File: config.mk
export PLATFORM = sky130hd
export DESIGN_NAME = pk_sample_packer
export DESIGN_NICKNAME = d
export VERILOG_FILES = /design/src/rtl/pk_pkg.sv /design/src/rtl/pk_tick_timer.sv /design/src/rtl/pk_addr_gen.sv /design/src/rtl/pk_cluster_fsm.sv /design/src/rtl/pk_sample_packer.sv
export SDC_FILE = /design/constraint.sdc
export NUM_CORES = 1
export LEC_CHECK = 0
export ABC_AREA = 1
export BUFFER_PORTS_ARGS = -buffer_cell sky130_fd_sc_hd__buf_2
export CAP_MARGIN = 20
export CORE_MARGIN = 10
export CORE_UTILIZATION = 40
export CTS_CLUSTER_DIAMETER = 200
export DETAILED_ROUTE_END_ITERATION = 10
export GPL_TIMING_DRIVEN = 0
export PLACE_DENSITY = 0.65
export SKIP_CTS_REPAIR_TIMING = 1
export SLEW_MARGIN = 20
export SYNTH_ARGS = -nofsm -noshare
export SYNTH_HDL_FRONTEND = slang
export SYNTH_SLANG_ARGS = --single-unit
File: constraint.sdc
create_clock -name clk -period 2 [get_ports clk]
set_clock_uncertainty 0.05 [all_clocks]
set_input_delay 0.3 -clock clk [delete_from_list [all_inputs] [get_ports clk]]
set_output_delay 0.3 -clock clk [all_outputs]
set_load 0.05 [all_outputs]
File: src/rtl/pk_pkg.sv
// Package: shared types for the sample packer.
// Assumes nothing beyond IEEE 1800-2017 enums.
package pk_pkg;
    // Cluster engine state: waiting for a trigger, or emitting sample slots.
    typedef enum logic {
        PK_IDLE = 1'b0,
        PK_FILL = 1'b1
    } pk_state_e;
endpackage

File: src/rtl/pk_tick_timer.sv
// Module: pk_tick_timer
// Runs the free-running timestamp counter and measures how long it has been
// since a cluster last opened. force_due_o is high once FORCE_TICKS edges
// have passed without an opening.
// Assumes FORCE_TICKS >= 2 and that open_i is a single-cycle pulse.
module pk_tick_timer #(
    parameter int TS_W        = 16,
    parameter int FORCE_TICKS = 65536
) (
    input  logic            clk,
    input  logic            rst_n,
    input  logic            open_i,
    output logic [TS_W-1:0] tick_o,
    output logic            force_due_o
);
    localparam int                SINCE_W = $clog2(FORCE_TICKS) + 1;
    localparam logic [SINCE_W-1:0] LIMIT  = SINCE_W'(FORCE_TICKS - 1);

    logic [TS_W-1:0]    tick_q;
    logic [SINCE_W-1:0] since_q;

    // Free-running tick counter, one count per clock edge.
    always_ff @(posedge clk) begin
        if (!rst_n) tick_q <= '0;
        else        tick_q <= tick_q + 1'b1;
    end

    // Edges since the last cluster opened; saturates at the limit.
    always_ff @(posedge clk) begin
        if (!rst_n)               since_q <= '0;
        else if (open_i)          since_q <= '0;
        else if (since_q != LIMIT) since_q <= since_q + 1'b1;
    end

    assign tick_o      = tick_q;
    assign force_due_o = (since_q == LIMIT);

    // a due force stays due until a cluster actually opens.
    a_r6_force_held: assert property (@(posedge clk) disable iff (!rst_n)
        force_due_o && !open_i |=> force_due_o);
    // the counter advances by exactly one per edge.
    a_r5_tick_step: assert property (@(posedge clk) disable iff (!rst_n)
        $past(rst_n) |-> tick_o == TS_W'($past(tick_o) + 1'b1));
endmodule

File: src/rtl/pk_addr_gen.sv
// Module: pk_addr_gen
// Linear word address pointer. Each advance registers the current pointer
// onto the write address and steps the pointer by one, wrapping from the
// all-ones address to 0 and setting a sticky wrap flag.
// Assumes adv_i is high for exactly the cycles that write a word.
module pk_addr_gen #(
    parameter int ROW_W = 15,
    parameter int COL_W = 9
) (
    input  logic                   clk,
    input  logic                   rst_n,
    input  logic                   adv_i,
    output logic [ROW_W+COL_W-1:0] addr_o,
    output logic                   wrapped_o
);
    localparam int           AW  = ROW_W + COL_W;
    localparam logic [AW-1:0] TOP = {AW{1'b1}};

    logic [AW-1:0] ptr_q;
    logic [AW-1:0] addr_q;
    logic          wrap_q;

    // Issue the pointer as the write address and step it.
    always_ff @(posedge clk) begin
        if (!rst_n) begin
            ptr_q  <= '0;
            addr_q <= '0;
        end else if (adv_i) begin
            addr_q <= ptr_q;
            ptr_q  <= ptr_q + 1'b1;
        end
    end

    // Sticky wrap flag, set together with the write to the top address.
    always_ff @(posedge clk) begin
        if (!rst_n)                     wrap_q <= 1'b0;
        else if (adv_i && ptr_q == TOP) wrap_q <= 1'b1;
    end

    assign addr_o    = addr_q;
    assign wrapped_o = wrap_q;

    // the flag rises only as the top address is written.
    a_r10_wrap_at_top: assert property (@(posedge clk) disable iff (!rst_n)
        $rose(wrapped_o) |-> addr_o == TOP);
    // once set, the flag holds.
    a_r10_wrap_sticky: assert property (@(posedge clk) disable iff (!rst_n)
        wrapped_o |=> wrapped_o);
endmodule

File: src/rtl/pk_cluster_fsm.sv
// Module: pk_cluster_fsm
// Decides when a cluster opens (value change, forced interval, or fresh
// start) and emits the timestamp word followed by EVENTS sample words. The
// sample stream runs one stage behind the input, so the first slot carries
// the sample taken on the timestamp tick. After a stop, the held sample is
// frozen and repeated into the remaining slots.
// Assumes TS_W <= DATA_W; timestamps are zero-extended.
module pk_cluster_fsm
    import pk_pkg::*;
#(
    parameter int DATA_W = 16,
    parameter int TS_W   = 16,
    parameter int EVENTS = 7
) (
    input  logic              clk,
    input  logic              rst_n,
    input  logic              run_i,
    input  logic [DATA_W-1:0] sample_i,
    input  logic [TS_W-1:0]   tick_i,
    input  logic              force_due_i,
    output logic              open_o,
    output logic              adv_o,
    output logic              wr_en_o,
    output logic [DATA_W-1:0] wr_data_o
);
    localparam int              SLOT_W = $clog2(EVENTS + 1);
    localparam logic [SLOT_W-1:0] LAST_SLOT = SLOT_W'(EVENTS - 1);

    pk_state_e         st_q;
    logic [SLOT_W-1:0] slot_q;
    logic [DATA_W-1:0] hold_q;
    logic [DATA_W-1:0] last_q;
    logic              pend_q;
    logic              wr_en_q;
    logic [DATA_W-1:0] wr_data_q;
    logic              changed;

    // Opening decision for this edge.
    always_comb begin
        changed = (sample_i != last_q);
        open_o  = (st_q == PK_IDLE) && run_i && (changed || force_due_i || pend_q);
        adv_o   = open_o || (st_q == PK_FILL);
    end

    // Start request: armed by any stopped edge, consumed by an opening.
    always_ff @(posedge clk) begin
        if (!rst_n)      pend_q <= 1'b1;
        else if (!run_i) pend_q <= 1'b1;
        else if (open_o) pend_q <= 1'b0;
    end

    // Cluster engine: timestamp on opening, then the sample slots.
    always_ff @(posedge clk) begin
        if (!rst_n) begin
            st_q      <= PK_IDLE;
            slot_q    <= '0;
            hold_q    <= '0;
            last_q    <= '0;
            wr_data_q <= '0;
        end else begin
            case (st_q)
                PK_IDLE: begin
                    if (open_o) begin
                        wr_data_q <= DATA_W'(tick_i);
                        hold_q    <= sample_i;
                        slot_q    <= '0;
                        st_q      <= PK_FILL;
                    end
                end
                PK_FILL: begin
                    wr_data_q <= hold_q;
                    last_q    <= hold_q;
                    if (run_i) hold_q <= sample_i;
                    if (slot_q == LAST_SLOT) st_q <= PK_IDLE;
                    else                     slot_q <= slot_q + 1'b1;
                end
                default: st_q <= PK_IDLE;
            endcase
        end
    end

    // Write strobe follows the advance decision by one register.
    always_ff @(posedge clk) begin
        if (!rst_n) wr_en_q <= 1'b0;
        else        wr_en_q <= adv_o;
    end

    assign wr_en_o   = wr_en_q;
    assign wr_data_o = wr_data_q;

    // stopped and idle means no write on the next cycle.
    a_r2_idle_quiet: assert property (@(posedge clk) disable iff (!rst_n)
        st_q == PK_IDLE && !run_i |=> !wr_en_o);
    // every fill cycle produces a write.
    a_r3_fill_writes: assert property (@(posedge clk) disable iff (!rst_n)
        st_q == PK_FILL |=> wr_en_o);
    // a due force while idle and running opens with the current tick.
    a_r6_force_opens: assert property (@(posedge clk) disable iff (!rst_n)
        st_q == PK_IDLE && run_i && force_due_i |=>
        wr_en_o && wr_data_o == DATA_W'($past(tick_i)));
endmodule

File: src/rtl/pk_sample_packer.sv
// Module: pk_sample_packer (top)
// Change-driven packer: clusters of one timestamp and EVENTS samples,
// written to consecutive word addresses split into row and word fields.
// Assumes EVENTS+1 is a power of two dividing the row size, so clusters
// never straddle a row.
module pk_sample_packer #(
    parameter int DATA_W      = 16,
    parameter int TS_W        = 16,
    parameter int ROW_W       = 15,
    parameter int COL_W       = 9,
    parameter int EVENTS      = 7,
    parameter int FORCE_TICKS = 65536
) (
    input  logic                   clk,
    input  logic                   rst_n,
    input  logic                   run_i,
    input  logic [DATA_W-1:0]      sample_i,
    output logic                   wr_en_o,
    output logic [ROW_W+COL_W-1:0] wr_addr_o,
    output logic [DATA_W-1:0]      wr_data_o,
    output logic                   wrapped_o
);
    localparam int AW = ROW_W + COL_W;
    localparam int CL = EVENTS + 1;

    logic [TS_W-1:0] tick;
    logic            force_due;
    logic            open_cl;
    logic            adv;

    pk_tick_timer #(.TS_W(TS_W), .FORCE_TICKS(FORCE_TICKS)) timer_i (
        .clk(clk), .rst_n(rst_n), .open_i(open_cl),
        .tick_o(tick), .force_due_o(force_due)
    );

    pk_cluster_fsm #(.DATA_W(DATA_W), .TS_W(TS_W), .EVENTS(EVENTS)) fsm_i (
        .clk(clk), .rst_n(rst_n), .run_i(run_i), .sample_i(sample_i),
        .tick_i(tick), .force_due_i(force_due),
        .open_o(open_cl), .adv_o(adv),
        .wr_en_o(wr_en_o), .wr_data_o(wr_data_o)
    );

    pk_addr_gen #(.ROW_W(ROW_W), .COL_W(COL_W)) addr_i (
        .clk(clk), .rst_n(rst_n), .adv_i(adv),
        .addr_o(wr_addr_o), .wrapped_o(wrapped_o)
    );

    // back-to-back writes step the address by one.
    a_r9_addr_step: assert property (@(posedge clk) disable iff (!rst_n)
        wr_en_o && $past(wr_en_o) |-> wr_addr_o == AW'($past(wr_addr_o) + 1'b1));
    // a write after a gap starts a cluster on a cluster boundary.
    a_r9_cluster_align: assert property (@(posedge clk) disable iff (!rst_n)
        wr_en_o && !$past(wr_en_o) |-> (int'(wr_addr_o) % CL) == 0);
endmodule

-- Yosys cells after proc, flatten, opt, wreduce, memory -nomap -nowiden
Index checks and enable logic that the tools add are counted.
- flip-flop bits (word level): 136
- output and inout bits: 42
- word-level logic and storage cells: 47
- add/subtract/negate cells: 4
- equal/unequal tests: 8
- multiplexer cells: 11
- bitwise logic cells: 2
- reduce and logical (&&, ||, !) cells: 10
- operators with widths (kind ; count):
    16-bit one-hot mux with 2 select lines ; 2
    16-bit 2-to-1 mux ; 3
    24-bit by 1-bit adder with 24-bit output (second input constant) ; 1
    24-bit equality test (second input constant) ; 1
    17-bit by 1-bit adder with 17-bit output (second input constant) ; 1
    17-bit by 16-bit equality test with 1-bit output (second input constant) ; 1
    17-bit by 16-bit != test with 1-bit output (second input constant) ; 1
    16-bit by 1-bit adder with 16-bit output (second input constant) ; 1
    16-bit != test ; 1
    3-bit 2-to-1 mux ; 2
    3-bit one-hot mux with 2 select lines ; 1
    2-bit AND reduction ; 3
    2-bit != test (second input constant) ; 2
    3-bit by 1-bit adder with 3-bit output (second input constant) ; 1
    3-bit equality test (second input constant) ; 1
    1-bit logical AND ; 3
    1-bit logical OR ; 3
    1-bit 2-to-1 mux ; 2
    2-bit by 1-bit != test with 1-bit output (second input constant) ; 1
    1-bit inverter ; 2
    1-bit one-hot mux with 2 select lines ; 1
    2-bit OR reduction ; 1

-- Depth between registers and ports, before layout
- word-level depth: 6
- gate-level depth with buffers: 16
- gate-level depth less buffers: 14

-- By module
A second synthesis with hierarchy kept.
- cells, all modules: 973
- area, all modules: 6548.8 um^2
- by module, submodules not included (module ; instances ; cells each ; area an instance (um^2) ; sequential area each (um^2)):
    pk_cluster_fsm ; 1 ; 425 ; 2675.1 ; 1081.0
    pk_addr_gen ; 1 ; 308 ; 2190.9 ; 980.9
    pk_tick_timer ; 1 ; 240 ; 1682.9 ; 660.6

-- Worst setup path after synthesis
OpenSTA, ideal clock, no wires.
- kind: flip-flop to flip-flop
- start point: reg timer_i.since_q[0]
- end point: reg addr_i.ptr_q[10]
- arrival: 2.085 ns
- data required time: 1.880 ns
- path slack: -0.206 ns
- stages on the path, launching flop included: 15
- path buffers: 2
- clock period less this slack: 2.206 ns
- path through: dfxtp_1 > ha_1 > nand3_1 > nor4_1 > ha_1 > buf_2 > nor2_1 > nand2_1 > nor2_2 > nand3_2 > nand2_2 > nand2_2 > clkbuf_1 > nand2_1 > a21oi_1
- longest elaborated chain between the ends: 5
- ends and longest elaborated chain (element ; RTL line ; source):
    start, declared ; pk_tick_timer.sv:20 ; logic [SINCE_W-1:0] since_q;
    start signal, assigned ; pk_tick_timer.sv:32 ; else if (since_q != LIMIT) since_q <= since_q + 1'b1;
    17-bit by 16-bit equality test with 1-bit output ; pk_tick_timer.sv:36 ; assign force_due_o = (since_q == LIMIT);
    1-bit logical OR (2 in a row) ; pk_cluster_fsm.sv:41 ; open_o = (st_q == PK_IDLE) && run_i && (changed || force_due_i || pend_q);
    1-bit logical AND ; pk_cluster_fsm.sv:41 ;
    1-bit logical OR ; pk_cluster_fsm.sv:42 ; adv_o = open_o || (st_q == PK_FILL);
    end signal, assigned ; pk_addr_gen.sv:30 ; ptr_q <= ptr_q + 1'b1;
    end, declared ; pk_addr_gen.sv:19 ; logic [AW-1:0] ptr_q;
No other way between the ends.
A chain may end at the register's enable or synchronous reset.

-- Worst setup path after layout
- start point: reg timer_i.since_q[1]
- end point: reg addr_i.ptr_q[6]
The elaborated chain is that of the path after synthesis.

==> impl_metrics.prom <==
# TYPE chip_impl_metric gauge
chip_impl_info{name="outcome",value="complete, but fails checks"} 1
chip_impl_info{name="failed_checks",value="setup timing"} 1
chip_impl_metric{name="reg2regPathDepth",unit=""} 14
chip_impl_metric{name="cell_variety_after_synth",unit=""} 30
chip_impl_info{name="yosys.area.top_type",value="dfxtp_1"} 1
chip_impl_metric{name="pre_cts_ws",unit="ns"} -0.3756
chip_impl_metric{name="fmax",unit="MHz"} 439.9
chip_impl_metric{name="starting_utilization_of_the_core_area",unit=""} 0.4124
chip_impl_metric{name="clk-insertion-delay-late",unit="ns"} 0.42
chip_impl_metric{name="route.vias.total",unit=""} 6084
chip_impl_metric{name="final.period_utilization",unit=""} 1.137
chip_impl_metric{name="worst_ep_arrival_time",unit="ns"} 2.50
chip_impl_metric{name="maximum_number_of_pins_on_one_net_before_global_route_repair",unit=""} 17
chip_impl_info{name="layout.cells.most_common",value="nand2_1"} 1
chip_impl_info{name="tritoncts",value="yes"} 1
chip_impl_metric{name="setup_viol",unit=""} 101
chip_impl_metric{name="finalPower",unit="W"} 0.006909
chip_impl_metric{name="synth.yosys.warnings",unit=""} 0
chip_impl_metric{name="power_density",unit="mW/mm^2"} 852.0
chip_impl_metric{name="irDropWorstVdd",unit="mV"} 0.6763
chip_impl_metric{name="worst_slack",unit="ns"} -0.2735
chip_impl_metric{name="clock-sinks",unit=""} 136
chip_impl_metric{name="htree_num_levels",unit=""} 4
chip_impl_metric{name="top_level_ports",unit=""} 61
chip_impl_metric{name="die_w",unit="um"} 145.9
chip_impl_info{name="launch_point_of_the_worst_path",value="timer_i.since_q[1]"} 1
chip_impl_metric{name="globalRouteOverflowTotal",unit=""} 0
chip_impl_metric{name="drt-pass1-iter-count",unit=""} 6
chip_impl_metric{name="die_height",unit="um"} 145.9
chip_impl_metric{name="timing_max_transition_violations_final",unit=""} 0
chip_impl_metric{name="antenna_cells",unit=""} 0
chip_impl_metric{name="timing.final.hold_violations",unit=""} 0
chip_impl_info{name="hold_sp",value="sample_i[0]"} 1
chip_impl_info{name="layout.cells.most_common_list",value="nand2_1 (231), dfxtp_1 (131), nor2_1 (130)"} 1
chip_impl_metric{name="synth_area_per_cell",unit="sq um"} 6.965
chip_impl_metric{name="place.port_buffers",unit=""} 59
chip_impl_metric{name="whs_path_depth",unit=""} 4
chip_impl_info{name="rsz_0062_raised_after_global_routing",value="true"} 1
chip_impl_info{name="worstHoldEndpoint",value="fsm_i.hold_q[0]"} 1
chip_impl_metric{name="initialDrtViolationCount",unit=""} 351
chip_impl_metric{name="antenna_left",unit=""} 0
chip_impl_metric{name="numCtsBuffers",unit=""} 17
chip_impl_metric{name="fillCellCount",unit=""} 1488
chip_impl_metric{name="floorplan.die_area",unit="sq mm"} 0.02128
chip_impl_info{name="worstSetupStartpointType",value="register"} 1
chip_impl_metric{name="max_fanout_on_critical_path",unit=""} 10
chip_impl_metric{name="grt_first_pass_wirelength",unit="mm"} 28.11
chip_impl_metric{name="max_cap_violations",unit=""} 0
chip_impl_metric{name="finalWeightedCongestion",unit=""} 0.9126
chip_impl_metric{name="cts_buffer_depth",unit=""} 2
chip_impl_metric{name="wl_per_cell",unit="um"} 14.28
chip_impl_metric{name="synthesized_netlist_cell_count",unit=""} 910
chip_impl_info{name="post_synth_main_area_contributors",value="dfxtp_1 (43%), nand2_1 (14%), nor2_1 (9.2%)"} 1
chip_impl_metric{name="yosys_register_bits",unit=""} 136
chip_impl_info{name="reg2reg_from",value="timer_i.since_q[1]"} 1
chip_impl_info{name="rr_endpoint",value="addr_i.ptr_q[6]"} 1
chip_impl_metric{name="clkSlewWorstSetupHoldPaths",unit="ns"} 0.06
chip_impl_metric{name="grt_pass1_vias",unit=""} 5682
chip_impl_metric{name="rrSetupSlack",unit="ns"} -0.27
chip_impl_metric{name="synth_top_area_frac",unit=""} 0.4295
chip_impl_info{name="worstHoldPathType",value="in2reg"} 1
chip_impl_metric{name="post-dp-hpwl",unit="mm"} 12.33
chip_impl_metric{name="synth.cell_area",unit="sq mm"} 0.006339
chip_impl_metric{name="core_region_area",unit="sq mm"} 0.01537
chip_impl_metric{name="initial_antenna_violation_count",unit=""} 0
chip_impl_metric{name="viasPerCell",unit=""} 4.962
chip_impl_metric{name="drt-total-wl",unit="mm"} 17.51
chip_impl_metric{name="worst_pin_slew",unit="ns"} 0.6412
chip_impl_info{name="cts-root-buf",value="clkbuf_16"} 1
chip_impl_metric{name="synthToLayoutAreaGrowth",unit="%"} 27.93
chip_impl_info{name="critical_path.endpoint_type",value="register"} 1
chip_impl_metric{name="fp-row-count",unit=""} 45
chip_impl_metric{name="finalHoldWorstSlack",unit="ns"} 0.1907
chip_impl_metric{name="portion_of_the_post_synthesis_area_used_by_sequential_elements",unit=""} 0.4295
chip_impl_info{name="timing_worst_setup_path_type",value="reg2reg"} 1
chip_impl_metric{name="layout_nets",unit=""} 1027
chip_impl_metric{name="post_synthesis_net_count",unit=""} 935
chip_impl_metric{name="worst_slew_margin_rel",unit=""} 0.5725
chip_impl_metric{name="required_time_reported_for_the_critical_path_endpoint",unit="ns"} 2.23
chip_impl_metric{name="share_of_layout_cells_above_drive_strength_1",unit=""} 0.2030
chip_impl_metric{name="globalRouteTotalUtil",unit=""} 0.1585
chip_impl_metric{name="remaining_drcs",unit=""} 0
chip_impl_metric{name="finalCriticalPeriod",unit="ns"} 2.273
chip_impl_metric{name="p_leak",unit="nW"} 3.276
## report_power, final
part / switching, W / internal [W]
Sequential: 0.0000714 / 0.00283
Combinational: 0.000674 / 0.000349
Clock: 0.00116 / 0.00183
## cell usage after synthesis, drive strengths merged
cell type	count
a21oi	73
and2	1
buf	28
clkbuf	15
dfxtp	136
ha	6
inv	65
nand2	236
nand3	68
nand3b	31
nand4	6
nor2	160
nor3	21
nor3b	1
nor4	1
o211ai	1
o21ai	22
or2	3
xnor2	14
xor2	22
## worst max-delay path, stage by stage (launching register included)
cell,delay [ns]
dfxtp_4,0.37
ha_4,0.16
nand3_4,0.10
nor4_4,0.28
ha_2,0.21
buf_6,0.13
nor2_2,0.04
nand2_2,0.06
nor2_4,0.05
nand3_4,0.09
nand2_8,0.11
buf_12,0.19
buf_12,0.14
nand3_1,0.06
a21oi_1,0.08
## kinds of logic (layout without fill, tap and decap cells)
| family | Yosys count | in the layout | share of synthesized area |
|---|---|---|---|
| flip-flops | 136 | 136 | 0.4295 |
| adder cells (fa/ha/maj) | 6 | 6 | 0.01184 |
| AND/OR/NAND/NOR | 528 | 528 | 0.3579 |
| AO/OA/AOI/OAI | 96 | 96 | 0.07679 |
| buffers and inverters | 108 | 213 | 0.07422 |
| XOR/XNOR | 36 | 36 | 0.04974 |
## stage by stage
step | TNS (ns) | area (sq um) | utilization | instances
6_report | -21.51 | 8109 | 0.5276 | 1226
5_1_grt | -32.23 | 8109 | 0.5276 | 1226
4_1_cts | -31.56 | 7597 | 0.4943 | 1212
3_5_place_dp | -30.49 | 7036 | 0.4577 | 1180
3_3_place_gp | -27.77 | 7036 | 0.4577 | 1180
2_1_floorplan | -4.452 | 6476 | - | 910
## metal layers
layer / vias up / GRT usage / part of all wire
met4: 0 / 0.05410 / 0.017
met5: - / 0 / 0
met3: 26 / 0.03570 / 0.053
li1: 3079 / - / -
met2: 152 / 0.2609 / 0.48
met1: 2827 / 0.1990 / 0.45
## area by class of cell
class,instances,area (sq um),area share
buffer,43,342.8,0.04228
inverter,65,251.5,0.03101
clock inverter,8,70.07,0.008641
sequential,136,2731,0.3368
multi-input combinational,666,3486,0.4299
clock buffer,24,491.7,0.06064
tap,211,264.0,0.03256
timing repair buffer,73,471.7,0.05817
## flip-flops by register name, indices dropped and copies added (netlist names)
name and cells:
addr_i.addr_o 24, addr_i.ptr_q 24, addr_i.wrapped_o 1, fsm_i.hold_q 16
fsm_i.last_q 16, fsm_i.pend_q 1, fsm_i.slot_q 3, fsm_i.st_q 1
fsm_i.wr_data_o 16, fsm_i.wr_en_o 1, timer_i.since_q 17, timer_i.tick_o 16
## worst max path at each step
| stage | depth (start not counted) | endpoint | slack, ns |
|---|---|---|---|
| floorplan | 15 | fsm_i.wr_data_o[0] | -0.07 |
| global placement | 15 | fsm_i.wr_data_o[7] | -0.34 |
| detailed placement | 15 | fsm_i.wr_data_o[7] | -0.38 |
| CTS | 15 | fsm_i.wr_data_o[7] | -0.40 |
| global route | 14 | addr_i.ptr_q[0] | -0.37 |
| finish | 14 | addr_i.ptr_q[6] | -0.27 |
No activity file was read; power rests on OpenSTA's default activity.
